### src/rtl/qps_pkg.sv
package qps_pkg;

    localparam int NUM_PHASES = 4;

    typedef enum logic [1:0] {
        PH_Q1 = 2'd0,
        PH_Q2 = 2'd1,
        PH_Q3 = 2'd2,
        PH_Q4 = 2'd3
    } phase_e;

    typedef struct packed {
        logic advance;   // step the counter (Q1)
        logic latch;     // capture the fetched word (Q4)
    } seq_cmd_t;

endpackage

### src/rtl/qps_phase_fsm.sv
module qps_phase_fsm
    import qps_pkg::*;
(
    input  logic                  clk,
    input  logic                  rst_n,
    output logic [NUM_PHASES-1:0] strobe_o,
    output logic                  clk_div_o,
    output seq_cmd_t              cmd_o
);

    phase_e state_q;
    phase_e state_d;

    // next-state: ADV_Q1_Q2, ADV_Q2_Q3, ADV_Q3_Q4, WRAP_Q4_Q1
    always_comb begin
        unique case (state_q)
            PH_Q1:   state_d = PH_Q2;
            PH_Q2:   state_d = PH_Q3;
            PH_Q3:   state_d = PH_Q4;
            PH_Q4:   state_d = PH_Q1;
            default: state_d = PH_Q1;
        endcase
    end

    always_ff @(posedge clk or negedge rst_n) begin
        if (!rst_n) begin
            state_q <= PH_Q1;
        end else begin
            state_q <= state_d;
        end
    end

    // outputs decoded from the state
    always_comb begin
        strobe_o  = '0;
        clk_div_o = 1'b0;
        cmd_o     = '0;
        unique case (state_q)
            PH_Q1: begin
                strobe_o[0]   = 1'b1;
                cmd_o.advance = 1'b1;
            end
            PH_Q2: begin
                strobe_o[1] = 1'b1;
            end
            PH_Q3: begin
                strobe_o[2] = 1'b1;
                clk_div_o   = 1'b1;
            end
            PH_Q4: begin
                strobe_o[3] = 1'b1;
                clk_div_o   = 1'b1;
                cmd_o.latch = 1'b1;
            end
            default: begin
                strobe_o = '0;
            end
        endcase
    end

endmodule

### src/rtl/qps_pc_unit.sv
module qps_pc_unit #(
    parameter int ADDR_W = 13
) (
    input  logic              clk,
    input  logic              rst_n,
    input  logic              advance_i,
    output logic [ADDR_W-1:0] fetch_addr_o
);

    logic [ADDR_W-1:0] count_q;
    logic [ADDR_W-1:0] addr_q;

    // the count runs one ahead of the fetch address; both wrap modulo 2^ADDR_W
    always_ff @(posedge clk or negedge rst_n) begin
        if (!rst_n) begin
            count_q <= '0;
            addr_q  <= '0;
        end else if (advance_i) begin
            addr_q  <= count_q;
            count_q <= count_q + 1'b1;
        end
    end

    assign fetch_addr_o = addr_q;

endmodule

### src/rtl/qps_ir_stage.sv
module qps_ir_stage #(
    parameter int ADDR_W = 13,
    parameter int WORD_W = 14
) (
    input  logic              clk,
    input  logic              rst_n,
    input  logic              latch_i,
    input  logic              flush_i,
    input  logic [ADDR_W-1:0] fetch_addr_i,
    input  logic [WORD_W-1:0] word_i,
    output logic [WORD_W-1:0] instr_o,
    output logic [ADDR_W-1:0] instr_addr_o,
    output logic              valid_o
);

    always_ff @(posedge clk or negedge rst_n) begin
        if (!rst_n) begin
            instr_o      <= '0;
            instr_addr_o <= '0;
            valid_o      <= 1'b0;
        end else if (latch_i) begin
            instr_o      <= word_i;
            instr_addr_o <= fetch_addr_i;
            valid_o      <= !flush_i;
        end
    end

endmodule

### src/rtl/quad_phase_sequencer.sv
module quad_phase_sequencer
    import qps_pkg::*;
#(
    parameter int ADDR_W = 13,
    parameter int WORD_W = 14
) (
    input  logic              clk,
    input  logic              rst_n,
    input  logic              flush_i,
    output logic [ADDR_W-1:0] fetch_addr_o,
    input  logic [WORD_W-1:0] pmem_data_i,
    output logic [WORD_W-1:0] instr_o,
    output logic [ADDR_W-1:0] instr_addr_o,
    output logic              exec_valid_o,
    output logic [3:0]        phase_o,
    output logic              clk_div_o
);

    seq_cmd_t              cmd;
    logic [NUM_PHASES-1:0] strobes;

    qps_phase_fsm u_fsm (
        .clk       (clk),
        .rst_n     (rst_n),
        .strobe_o  (strobes),
        .clk_div_o (clk_div_o),
        .cmd_o     (cmd)
    );

    qps_pc_unit #(.ADDR_W(ADDR_W)) u_pc (
        .clk          (clk),
        .rst_n        (rst_n),
        .advance_i    (cmd.advance),
        .fetch_addr_o (fetch_addr_o)
    );

    qps_ir_stage #(.ADDR_W(ADDR_W), .WORD_W(WORD_W)) u_ir (
        .clk          (clk),
        .rst_n        (rst_n),
        .latch_i      (cmd.latch),
        .flush_i      (flush_i),
        .fetch_addr_i (fetch_addr_o),
        .word_i       (pmem_data_i),
        .instr_o      (instr_o),
        .instr_addr_o (instr_addr_o),
        .valid_o      (exec_valid_o)
    );

    assign phase_o = strobes;

endmodule

### config.mk
export PLATFORM = sky130hd
export DESIGN_NAME = quad_phase_sequencer
export DESIGN_NICKNAME = d
export VERILOG_FILES = /design/src/rtl/qps_pkg.sv /design/src/rtl/qps_phase_fsm.sv /design/src/rtl/qps_pc_unit.sv /design/src/rtl/qps_ir_stage.sv /design/src/rtl/quad_phase_sequencer.sv
export SDC_FILE = /design/constraint.sdc
export NUM_CORES = 1
export LEC_CHECK = 0
export ABC_AREA = 1
export BUFFER_PORTS_ARGS = -buffer_cell sky130_fd_sc_hd__buf_2
export CAP_MARGIN = 30
export CELL_PAD_IN_SITES_DETAIL_PLACEMENT = 0
export CELL_PAD_IN_SITES_GLOBAL_PLACEMENT = 2
export CORE_ASPECT_RATIO = 0.75
export CORE_UTILIZATION = 30
export CTS_BUF_LIST = sky130_fd_sc_hd__clkbuf_16
export DETAILED_ROUTE_END_ITERATION = 7
export PLACE_DENSITY_LB_ADDON = 0.1
export SLEW_MARGIN = 20
export SYNTH_ARGS = -nofsm -noshare
export SYNTH_HDL_FRONTEND = slang
export SYNTH_SLANG_ARGS = --single-unit
### constraint.sdc
create_clock -name clk -period 1.6 [get_ports clk]
set_clock_uncertainty 0.1 [all_clocks]
set_input_delay 0.16 -clock clk [delete_from_list [all_inputs] [get_ports clk]]
set_output_delay 0.16 -clock clk [all_outputs]
set_load 0.005 [all_outputs]
==> impl_metrics.json, run 1 <==
{
  "outcome": "finished, final reports clean",
  "wl_per_cell_um": 11.68,
  "htreeDepth": 2,
  "cts_buffers": 5,
  "postSynthAreaPerCell_um2": 9.121,
  "place.gp.congestion": 0.7547,
  "hp-class": "in2async",
  "synth_cell_type_count": 17,
  "synth.most_common_cell": "nand2_1",
  "gr-total-overflow": 0,
  "rrSetupSlack_ns": 0.18,
  "end_kind": "output pin",
  "reg2regPathDepth": 7,
  "num_rows": 27,
  "async_reset_ff_frac": 1.000,
  "synth_commonest_cells": "123 x nand2_1, 56 x dfrtp_1, 21 x inv_1",
  "peakVddDrop_mv": 0.5779,
  "synth_top_area_share": 0.6025,
  "criticalPathCategory": "reg2out",
  "antenna_found_initial": 0,
  "dr.pass1.iters": 4,
  "die_x_um": 103.7,
  "cp_data_arrival_time_ns": 1.26,
  "fin_nets": 360,
  "fillCellCount": 772,
  "synth_ff_type": "dfrtp_1",
  "maxSlewHeadroom": 0.7934,
  "via_per_inst": 4.098,
  "cap_viol_max_count": 0,
  "synth_area_leader_cell": "dfrtp_1",
  "maxSlewViolCount": 0,
  "drcViolationCount": 0,
  "clk_pin_slew_ns": 0.07,
  "cts_num_sinks": 56,
  "cp.required_ns": 1.34,
  "cts_tree": "done",
  "setup.worst_path.start_class": "flop",
  "synthToLayoutAreaGrowth_pct": 32.92,
  "finalWirelength_um": 5141,
  "wl_met2_um": 2137,
  "initial_core_util": 0.3130,
  "grt_pass1_wl_um": 8976,
  "ys_warn_count": 0,
  "fmax_ghz": 0.6561,
  "layout_setup_ws_ns": 0.07573,
  "synthesis.area_um2": 2326,
  "met1_length_um": 2714,
  "hold_viol_final": 0,
  "insertion_delay_ns": 0.29,
  "dp_hpwl_um": 3579,
  "syn-num-nets": 277,
  "min_period_ns": 1.524,
  "vias": 1803,
  "clockBufferDepth": 2,
  "synthTopCellsByArea": "dfrtp_1 60%, nand2_1 20%, inv_1 3.4%",
  "rsz0062_at_grt": "false",
  "finalSetupViolations": 0,
  "dp_slack_ns": 0.06030,
  "dr_wl_met3_um": 234,
  "grt_max_degree": 57,
  "track_usage": 0.1404,
  "die-area_um2": 8113,
  "drive_gt1_frac": 0.2596,
  "path_max_fanout": 6,
  "fin_crit_sh": 0.9527,
  "antenna-diode-count": 0,
  "core_area_um2": 7432,
  "tightest_slew_ns": 0.3100,
  "grt_pass1_vias": 1773,
  "synth.yosys.seq_area_share": 0.6025,
  "routed.top_layer": "met4",
  "leakagePower_nw": 1.644,
  "synth.ff_latch_count": 56,
  "reg2reg_from": "u_fsm.state_q[0]",
  "root_buffer": "clkbuf_16",
  "portBuffers": 62,
  "fin_setup_tns_ns": 0,
  "die_y_um": 78.26,
  "ant_nets": 0,
  "drt_iter0_drc": 56,
  "synthCells": 255,
  "powerDensity_nw_per_um2": 849.9,
  "num_io_pins": 63,
  "synth_edf_count": 0,
  "regToRegEndpoint": "u_pc.count_q[10]"
}
==> cell usage in the layout, fill, tap and decap left out <==
master         count
nand3_2            1
inv_1             20
nand4_1            4
nor2_4             2
buf_2             62
dfrtp_1           56
nor2_1             3
buf_12             1
nand2_2            2
o21ai_0           12
buf_4              8
nand3_1            4
ha_4               1
clkinv_1           1
nor2_2             2
nand2_1          123
inv_6              1
clkbuf_16          5
inv_2              1
clkinv_2           1
ha_1               4
nand2_4            1
dlygate4sd3_1     16
xor2_1             8
==> state kept, by name, indices dropped and copies added (netlist names) <==
register and count:
u_ir.instr_o 14, u_ir.instr_addr_o 13, u_pc.count_q 13, u_pc.fetch_addr_o 13, u_fsm.state_q 2, u_ir.valid_o 1
==> worst max-delay path, stage by stage (launching register included) <==
cell     delay, ns
dfrtp_1       0.40
inv_1         0.12
ha_4          0.19
buf_4         0.15
buf_2         0.11
==> worst max path at each step <==
| stage | from | endpoint | cells past startpoint |
|---|---|---|---|
| detailed placement | u_fsm.state_q[0] | u_pc.count_q[10] | 7 |
| global placement | u_fsm.state_q[0] | u_pc.count_q[8] | 6 |
| CTS | u_fsm.state_q[0] | phase_o[0] | 4 |
| global route | u_fsm.state_q[0] | clk_div_o | 5 |
| finish | u_fsm.state_q[0] | phase_o[0] | 4 |
| floorplan | u_fsm.state_q[0] | u_pc.count_q[8] | 7 |
==> layer usage <==
metal,vias to the layer above,GRT usage
li1,933,-
met2,42,0.2148
met1,823,0.1979
met4,0,0.03857
met3,5,0.03488
met5,-,0
==> logic make-up after synthesis <==
kind of cell	after synthesis	share of synthesized area
AO/OA/AOI/OAI	12	0.02582
XOR/XNOR	8	0.03012
adder cells (fa/ha/maj)	5	0.02690
buffers and inverters	32	0.06240
flip-flops	56	0.6025
AND/OR/NAND/NOR	142	0.2523
==> layout make-up <==
cell class	instances	area, um2	share of cell area
Clock buffer	5	125.1	0.04047
Clock inverter	3	17.52	0.005666
Inverter	21	78.83	0.02550
Multi-Input combinational cell	167	792.0	0.2562
Sequential cell	56	1401	0.4533
Tap cell	101	126.4	0.04087
Timing Repair Buffer	87	550.5	0.1781
==> what timing repair did <==
item                       in CTS  in global routing
setup endpoints to repair       1                  2
gates resized for setup         2                  1
hold buffers                   16                  0
hold endpoints to repair       71                  0
setup buffers                   0                  1
==> stage by stage <==
step | hold WS, ns | power [mW] | util | instances | area (um2)
after detailed placement | 0.09157 | 1.564 | 0.3726 | 415 | 2769
after CTS | 0.3215 | 2.689 | 0.4150 | 439 | 3084
after global routing | 0.3609 | 2.749 | 0.4160 | 440 | 3092
after global placement | 0.09280 | 1.563 | 0.3726 | 415 | 2769
after floorplan | -0.2356 | 1.487 | - | 255 | 2326
final | 0.2962 | 2.628 | 0.4160 | 440 | 3092
==> report_power, final <==
part	internal [mW]	leakage (nW)	switching (mW)	total, mW
Sequential	1.43	0.702	0.00854	1.44
Combinational	0.0636	0.870	0.0555	0.119
Clock	0.579	0.0716	0.488	1.07
No activity file was read; power rests on OpenSTA's default activity.
==> inputs of run 2 (changes only) <==
--- a/config.mk
+++ b/config.mk
@@ -5,13 +5,12 @@
 export SDC_FILE = /design/constraint.sdc
 export NUM_CORES = 1
 export LEC_CHECK = 0
-export ABC_AREA = 1
 export BUFFER_PORTS_ARGS = -buffer_cell sky130_fd_sc_hd__buf_2
 export CAP_MARGIN = 30
 export CELL_PAD_IN_SITES_DETAIL_PLACEMENT = 0
 export CELL_PAD_IN_SITES_GLOBAL_PLACEMENT = 2
 export CORE_ASPECT_RATIO = 0.75
-export CORE_UTILIZATION = 30
+export CORE_UTILIZATION = 35
 export CTS_BUF_LIST = sky130_fd_sc_hd__clkbuf_16
 export DETAILED_ROUTE_END_ITERATION = 7
 export PLACE_DENSITY_LB_ADDON = 0.1
==> impl_metrics.json, run 2 <==
{
  "largest_reg_flops": 14,
  "async_reset_ff_frac": 1.000,
  "grt_max_degree": 57,
  "finalWirelength_um": 4110,
  "hp-class": "in2reg",
  "peakVddDrop_mv": 0.4507,
  "cp.required_ns": 1.34,
  "fmax_ghz": 0.6247,
  "synth_area_leader_cell": "dfrtp_1",
  "hold_viol_final": 0,
  "layout.cells.non_filler": 309,
  "dp_slack_ns": -0.01015,
  "finalSetupViolations": 2,
  "fin_nets": 252,
  "synthToLayoutAreaGrowth_pct": 35.10,
  "place.gp.congestion": 0.6969,
  "clockBufferDepth": 2,
  "synth.ff_latch_count": 56,
  "finish.utilization": 0.5052,
  "track_usage": 0.1404,
  "rsz0062_at_grt": "true",
  "final_cell_mix": "60 x buf_2, 55 x dfrtp_1, 41 x mux2_2",
  "ys_warn_count": 0,
  "cap_viol_max_count": 0,
  "synthCells": 148,
  "num_rows": 24,
  "die_y_um": 71.38,
  "fin_crit_sh": 1.000,
  "fillCellCount": 528,
  "clk_pin_slew_ns": 0.07,
  "criticalPathCategory": "reg2out",
  "synth_commonest_cells": "56 x dfrtp_1, 41 x mux2_2, 7 x xor2_1",
  "initial_core_util": 0.3740,
  "cts_buffers": 5,
  "leakagePower_nw": 1.494,
  "drive_gt1_frac": 0.5671,
  "antenna_found_initial": 0,
  "cp_data_arrival_time_ns": 1.34,
  "via_per_inst": 4.589,
  "maxSlewViolCount": 0,
  "powerDensity_nw_per_um2": 862.4,
  "synth_edf_count": 0,
  "regMostFlops": "u_ir.instr_o",
  "drt_iter0_drc": 20,
  "synth.most_common_cell": "dfrtp_1",
  "insertion_delay_ns": 0.29,
  "dp_cells": 285,
  "synth_ff_type": "dfrtp_1",
  "maxSlewHeadroom": 0.7657,
  "syn-num-nets": 170,
  "vias": 1418,
  "mostFrequentLayoutCell": "buf_2",
  "drcViolationCount": 0,
  "min_period_ns": 1.601,
  "regArea_um2": 1403,
  "core_area_um2": 6006,
  "wl_per_cell_um": 13.30,
  "reg2regPathDepth": 5,
  "dr.pass1.iters": 4,
  "postSynthAreaPerCell_um2": 15.18,
  "layout_setup_ws_ns": -0.0007536,
  "outcome": "complete, but fails checks",
  "htreeDepth": 2,
  "setup.worst_path.start_class": "flop",
  "cts_num_sinks": 56,
  "tightest_slew_ns": 0.3504,
  "portBuffers": 62,
  "end_kind": "output pin",
  "synth.yosys.seq_area_share": 0.6240,
  "cts_tree": "done",
  "hold_depth": 2,
  "synthTopCellsByArea": "dfrtp_1 62%, mux2_2 21%, ha_1 2.8%",
  "grt_pass1_wl_um": 7334,
  "multi_input_area_um2": 837.1,
  "num_io_pins": 63,
  "fin_setup_tns_ns": -0.001301,
  "dp_hpwl_um": 2696,
  "gr-total-overflow": 0,
  "synth_top_area_share": 0.6240,
  "synth_cell_type_count": 18,
  "ant_nets": 0,
  "root_buffer": "clkbuf_16",
  "antenna-diode-count": 0,
  "die-area_um2": 6745,
  "path_max_fanout": 3,
  "synthesis.area_um2": 2246,
  "violations": "negative setup slack",
  "die_x_um": 94.50,
  "grt_pass1_vias": 1532
}
-- run 2: worst max-delay path, cell delays in order (launching register included) --
cell	delay [ns]
dfrtp_1	0.43
inv_2	0.09
ha_4	0.18
or2_4	0.24
buf_6	0.11
-- run 2: cell type report --
cell class	count	share of cell area
Timing Repair Buffer	82	0.1744
Clock buffer	5	0.04124
Inverter	6	0.007423
Tap cell	78	0.03216
Sequential cell	56	0.4623
Clock inverter	3	0.006598
Multi-Input combinational cell	79	0.2759
-- run 2: cell families after synthesis --
| kind of cell | Yosys count | share of synthesized area |
|---|---|---|
| flip-flops | 56 | 0.6240 |
| multiplexers | 42 | 0.2100 |
| AND/OR/NAND/NOR | 20 | 0.06239 |
| buffers and inverters | 13 | 0.02897 |
| XOR/XNOR | 12 | 0.04680 |
| adder cells (fa/ha/maj) | 5 | 0.02786 |
-- run 2: final timing paths --
kind | startpoint | to | slack (ns)
setup / recovery | u_fsm.state_q[0] | clk_div_o | -0.0008
hold / removal | pmem_data_i[0] | u_ir.instr_o[0] | 0.007
setup reg to reg | u_fsm.state_q[0] | u_pc.count_q[6] | -0.0008
hold reg to reg | u_pc.count_q[12] | u_pc.count_q[12] | 0.37
max in group asynchronous | rst_n | u_fsm.state_q[1] | 0.84
min in group asynchronous | rst_n | u_ir.instr_o[0] | 0.30
-- run 2: layer usage --
| layer | track usage | share of wire | vias up | routed length (um) |
|---|---|---|---|---|
| li1 | - | - | 675 | - |
| met1 | 0.1993 | 0.48 | 696 | 1988 |
| met2 | 0.2118 | 0.45 | 42 | 1857 |
| met3 | 0.03609 | 0.055 | 5 | 224 |
| met4 | 0.04377 | 0.0097 | 0 | 40 |
| met5 | 0 | 0 | - | 0 |
-- run 2: repair_timing --
action / 4_1_cts / 5_1_grt
hold buffers: 11 / 0
gates resized for setup: 13 / 4
hold endpoints to repair: 66 / 0
setup buffers: 6 / 0
endpoints found under the setup margin: 18 / 7
pin swaps: 2 / 2
-- run 2: power by group --
part	internal, mW	switching [mW]	leakage (nW)
clock	0.578	0.486	0.0712
sequential	1.43	0.00872	0.700
combinational	0.0619	0.0484	0.723
total	2.07	0.543	1.49
-- run 2: metrics by stage --
| step | power [mW] | hold slack [ns] | cell area [um2] |
|---|---|---|---|
| 2_1_floorplan | 1.489 | -0.2356 | 2248 |
| 3_3_place_gp | 1.559 | 0.07633 | 2666 |
| 3_5_place_dp | 1.563 | 0.08622 | 2666 |
| 4_1_cts | 2.661 | 0.001657 | 3004 |
| 5_1_grt | 2.732 | 0.003871 | 3034 |
| 6_report | 2.617 | 0.006797 | 3034 |
